$ cat src/rtl/sustain_trigger.sv
module sustain_trigger #(
  parameter int CNT_W      = 16,
  parameter int PORT_W     = 23,
  parameter int DEF_TARGET = 2000,
  parameter int DEF_LIMIT  = 456
) (
  input  logic              clk,
  input  logic              rst,
  input  logic              arm,
  input  logic [PORT_W-1:0] probe_port,
  input  logic              probe_pin,
  input  logic [CNT_W-1:0]  cfg_target,
  input  logic [PORT_W-1:0] cfg_limit,
  output logic              trig,
  output logic [CNT_W-1:0]  count
);

  logic [CNT_W-1:0]  cnt_q, target_q;
  logic [PORT_W-1:0] limit_q;
  logic              trig_q;

  wire hit  = (cnt_q == target_q);
  wire qual = (probe_port >= limit_q) || !probe_pin;

  always_ff @(posedge clk) begin
    if (rst) begin
      cnt_q    <= '0;
      trig_q   <= 1'b0;
      target_q <= CNT_W'(DEF_TARGET);
      limit_q  <= PORT_W'(DEF_LIMIT);
    end else if (!arm) begin
      cnt_q    <= '0;
      trig_q   <= 1'b0;
      target_q <= cfg_target;
      limit_q  <= cfg_limit;
    end else begin
      trig_q <= hit;
      if (hit)       cnt_q <= '0;
      else if (qual) cnt_q <= cnt_q + 1'b1;
      else           cnt_q <= '0;
    end
  end

  assign trig  = trig_q;
  assign count = cnt_q;

  a_r10_count_bounded: assert property (@(posedge clk) disable iff (rst)
    count <= target_q);

  a_r5_pulse_with_zero: assert property (@(posedge clk) disable iff (rst)
    trig |-> count == '0);

  a_r7_disarmed_quiet: assert property (@(posedge clk) disable iff (rst)
    !arm |=> (count == '0 && !trig));

  a_r4_break_clears: assert property (@(posedge clk) disable iff (rst)
    (arm && count != target_q && probe_port < limit_q && probe_pin) |=> (count == '0 && !trig));

  a_r3_increment: assert property (@(posedge clk) disable iff (rst)
    (arm && count != target_q && (probe_port >= limit_q || !probe_pin)) |=> count == $past(count) + 1'b1);

  a_r8_cfg_frozen: assert property (@(posedge clk) disable iff (rst)
    arm |=> (target_q == $past(target_q) && limit_q == $past(limit_q)));

endmodule

$ cat config.mk
export PLATFORM = sky130hd
export DESIGN_NAME = sustain_trigger
export DESIGN_NICKNAME = d
export VERILOG_FILES = /design/src/rtl/sustain_trigger.sv
export SDC_FILE = /design/constraint.sdc
export NUM_CORES = 1
export LEC_CHECK = 0
export CAP_MARGIN = 20
export CORE_UTILIZATION = 30
export DETAILED_ROUTE_END_ITERATION = 8
export GPL_TIMING_DRIVEN = 1
export PLACE_DENSITY = 0.65
export SLEW_MARGIN = 20
export SYNTH_ARGS = -nofsm -noshare
export SYNTH_HDL_FRONTEND = slang
export SYNTH_SLANG_ARGS = --single-unit
$ cat constraint.sdc
create_clock -name clk -period 3.45 [get_ports clk]
set_clock_uncertainty 0.2 [all_clocks]
set_input_delay 0.69 -clock clk [delete_from_list [all_inputs] [get_ports clk]]
set_output_delay 0.69 -clock clk [all_outputs]
set_load 0.02 [all_outputs]
==> summary.md <==
| Metric | Value |
|---|---|
| Tot Pwr | `between 1 and 1.5 mW` |
| Cell Area, Synth | `about 2900 sq um` |
| Fin area | `between 3000 and 4000 sq um` |
| Initial DRC Count | `33` |
| Worst slew pin tran | `about 0.58 ns` |
| Crit-path max FO | `16` |
| Final weighted congestion in routability-driven placement | `0.776` |
| Post-Synthesis Cells | `about 310` |
| Largest net degree at the start of global routing | `41` |
| Most common cell after layout, fill and taps aside | `clkdlybuf4s50_1` |
| Synth area leader | `dfxtp_1` |
| Delay-heaviest family, CP | `buffers and inverters` |
| Yosys reg bits | `56` |
| Fin crit share | `between 70% and 80%` |
| Top Ports | `83` |
| Initial antenna violation count | `0` |
| Count of unique library cells instantiated by Yosys | `37` |
| Hpwl dp | `5040 um` |
| Vias in the first global route | `between 2000 and 2500` |
| Syn nets | `395` |
| Post-synthesis sequential area ratio | `38.4%` |
| Max Cap Viol | `0` |
| Wire length per cell | `approximately 13 um` |
| VDD IR max | `around 0.16 mV` |
| Final setup TNS | `0 ns` |
| Period minus WS final | `around 2.6 ns` |
| Clock transition at path regs | `roughly 0.10 ns` |
| Proportion of layout cells with a drive suffix above 1 | `about 8%` |
| Starting Density | `a little under a third` |
| Setup Crit Path Kind | `in -> reg` |
| Final Setup Violations | `0` |
| Final hold violations | `0` |
| CTS Sinks | `56` |
| Crit path cell chain | `clkdlybuf4s50_1, inv_1, ha_1, nand2b_4, a211oi_2, o311a_1, o21ai_2, a21oi_2, buf_4, nor3_1` |
| CTS tree | `built` |
| Post-CTS resize count | `0` |
| Number of port buffers | `82` |
| # rows | `35` |
| Placed Instance Area | `between 3000 and 4000 sq um` |
| Deepest clock path buffer count | `2` |
| Run status | `completed` |
| Most frequent cells in the layout | `clkdlybuf4s50_1 (81), dfxtp_1 (56), nor2_1 (37)` |
| Die height | `101 um` |
| First-pass GRT wire length | `roughly 11000 um` |
| RSZ-0062 raised after global routing | `no` |
| CTS H-tree lvls | `2` |
| Area of the core | `roughly 9300 sq um` |
| Die area | `between 10000 and 15000 sq um` |
| Fmax | `382 MHz` |
| Leak pwr | `1.60 nW` |
| PwrDens | `329 nW/um^2` |
| Critical Path RT | `about 3.4 ns` |
| CTS root buffer | `clkbuf_8` |
| Die X-Extent | `101 um` |
| Fin Hold WS | `approximately 0.27 ns` |
| Worst Setup End Kind | `flop` |
| DRC Markers | `0` |
| Startpoint Class | `primary input` |
| NumNets Final | `around 480` |
| CP max stage delay | `0.45 ns` |
| Worst path buffer plus inverter count | `3` |
| Post-Route WL | `around 6600 um` |
| Overall routing resource usage | `a little over an eighth` |
| Hold crit path type | `reg -> reg` |
| Synth warn | `0` |
| Residual overflow from global routing | `0` |
| Ant. Diodes | `0` |
| Via-to-Cell Ratio | `between 4 and 5` |
| CP max stage cell | `clkdlybuf4s50_1` |
| Top cells by area, synth | `dfxtp_1 (38%), ha_1 (10%), mux2i_1 (9.9%), xor2_1 (5.7%), nor2_1 (4.8%)` |
| Avg Cell Area, Syn | `9.58 sq um` |
| TritonRoute pass-1 iters | `4` |
| Post-synth top area share | `38.4%` |
| Total CTS buffers | `5` |
| Antenna Nets Post-Route | `0` |
| Worst skew pair latency | `between 0.3 and 0.4 ns` |
| CTS Hold Bufs | `0` |
| Final Max Slew Viols | `0` |
| Post-CTS Setup Inserts | `0` |
| WP data arrival | `approximately 2.6 ns` |
| DR vias | `approximately 2300` |
| Slew HR | `between 60% and 70%` |
| Area delta synth->final | `34.9%` |
[synthesized netlist by cell type]
master,n
a211oi_1,1
inv_1,25
and4_1,1
nor4_1,4
nand4_1,5
ha_1,24
nand3b_2,1
nand2b_1,2
a21o_1,2
nor2b_1,10
a21oi_1,6
nor3_2,12
nor3b_1,2
xor2_1,19
buf_2,4
dfxtp_1,56
nand3_1,10
a22o_1,1
o311a_1,1
nor2_2,1
nand2_1,9
o21ai_1,1
o21ai_0,1
nor2_1,37
and3_1,1
a21oi_2,1
a211o_1,10
o21ai_2,1
nor3_1,6
mux2i_1,29
buf_6,3
buf_1,1
nor3_4,1
nand2b_4,1
clkbuf_1,4
a211oi_2,1
xnor2_1,11
[layout make-up]
type / count / area, sq um
Multi-Input combinational cell: 212 / 1630
Clock buffer: 5 / 68.8
Timing Repair Buffer: 85 / 838
Clock inverter: 3 / 22.5
Tap cell: 129 / 161
Sequential cell: 56 / 1120
Inverter: 25 / 93.8
Fill cell: 943 / 5390
[per-layer routing]
metal / track usage, % / share of wire (%)
met5: 0 / 0
met3: 2.64 / 4.0
met4: 3.68 / 1.1
met2: 24.4 / 49
met1: 16.9 / 46
[power breakdown]
group	switching, mW	leakage, nW	internal (mW)
Combinational	0.0986	1.09	0.136
Clock	0.223	0.0485	0.146
Sequential	0.0185	0.460	0.676
[logic make-up (layout without fill, tap and decap cells)]
logic type	Yosys count	after routing	synth area share (%)
DFF	56	56	38.4
muxes	29	29	9.94
buffers and inverters	37	118	5.70
adders and majority gates	24	24	10.3
xor gates and xnor gates	30	30	8.99
AOI/OAI and AO/OA	26	26	6.81
and+or+nand+nor	103	103	19.9
[metrics by stage]
| step | worst slack [ns] | cells | utilization, % |
|---|---|---|---|
| final | 0.833 | 515 | 42.2 |
| after detailed placement | 0.482 | 507 | 41.3 |
| after global routing | 0.735 | 515 | 42.2 |
| after global placement | 0.516 | 507 | 41.3 |
| after CTS | 0.816 | 515 | 42.2 |
| after floorplan | 1.06 | 305 | - |
[flip-flops by register name, indices dropped and copies added, names as in the netlist]
signal    flops
count        16
limit_q      23
target_q     16
trig          1
[final timing paths]
check / startpoint / cells past startpoint / slack, ns / to
worst min register to register: limit_q[7]$_SDFFE_PP1N_ / 1 / 0.27 / limit_q[7]$_SDFFE_PP1N_
worst max register to register: limit_q[17]$_SDFFE_PP0N_ / 9 / 1.30 / count[2]$_SDFF_PP0_
worst max-delay path: probe_port[0] / 10 / 0.83 / count[2]$_SDFF_PP0_
worst min-delay path: limit_q[7]$_SDFFE_PP1N_ / 1 / 0.27 / limit_q[7]$_SDFFE_PP1N_
Power figures use the tool's default switching activity.
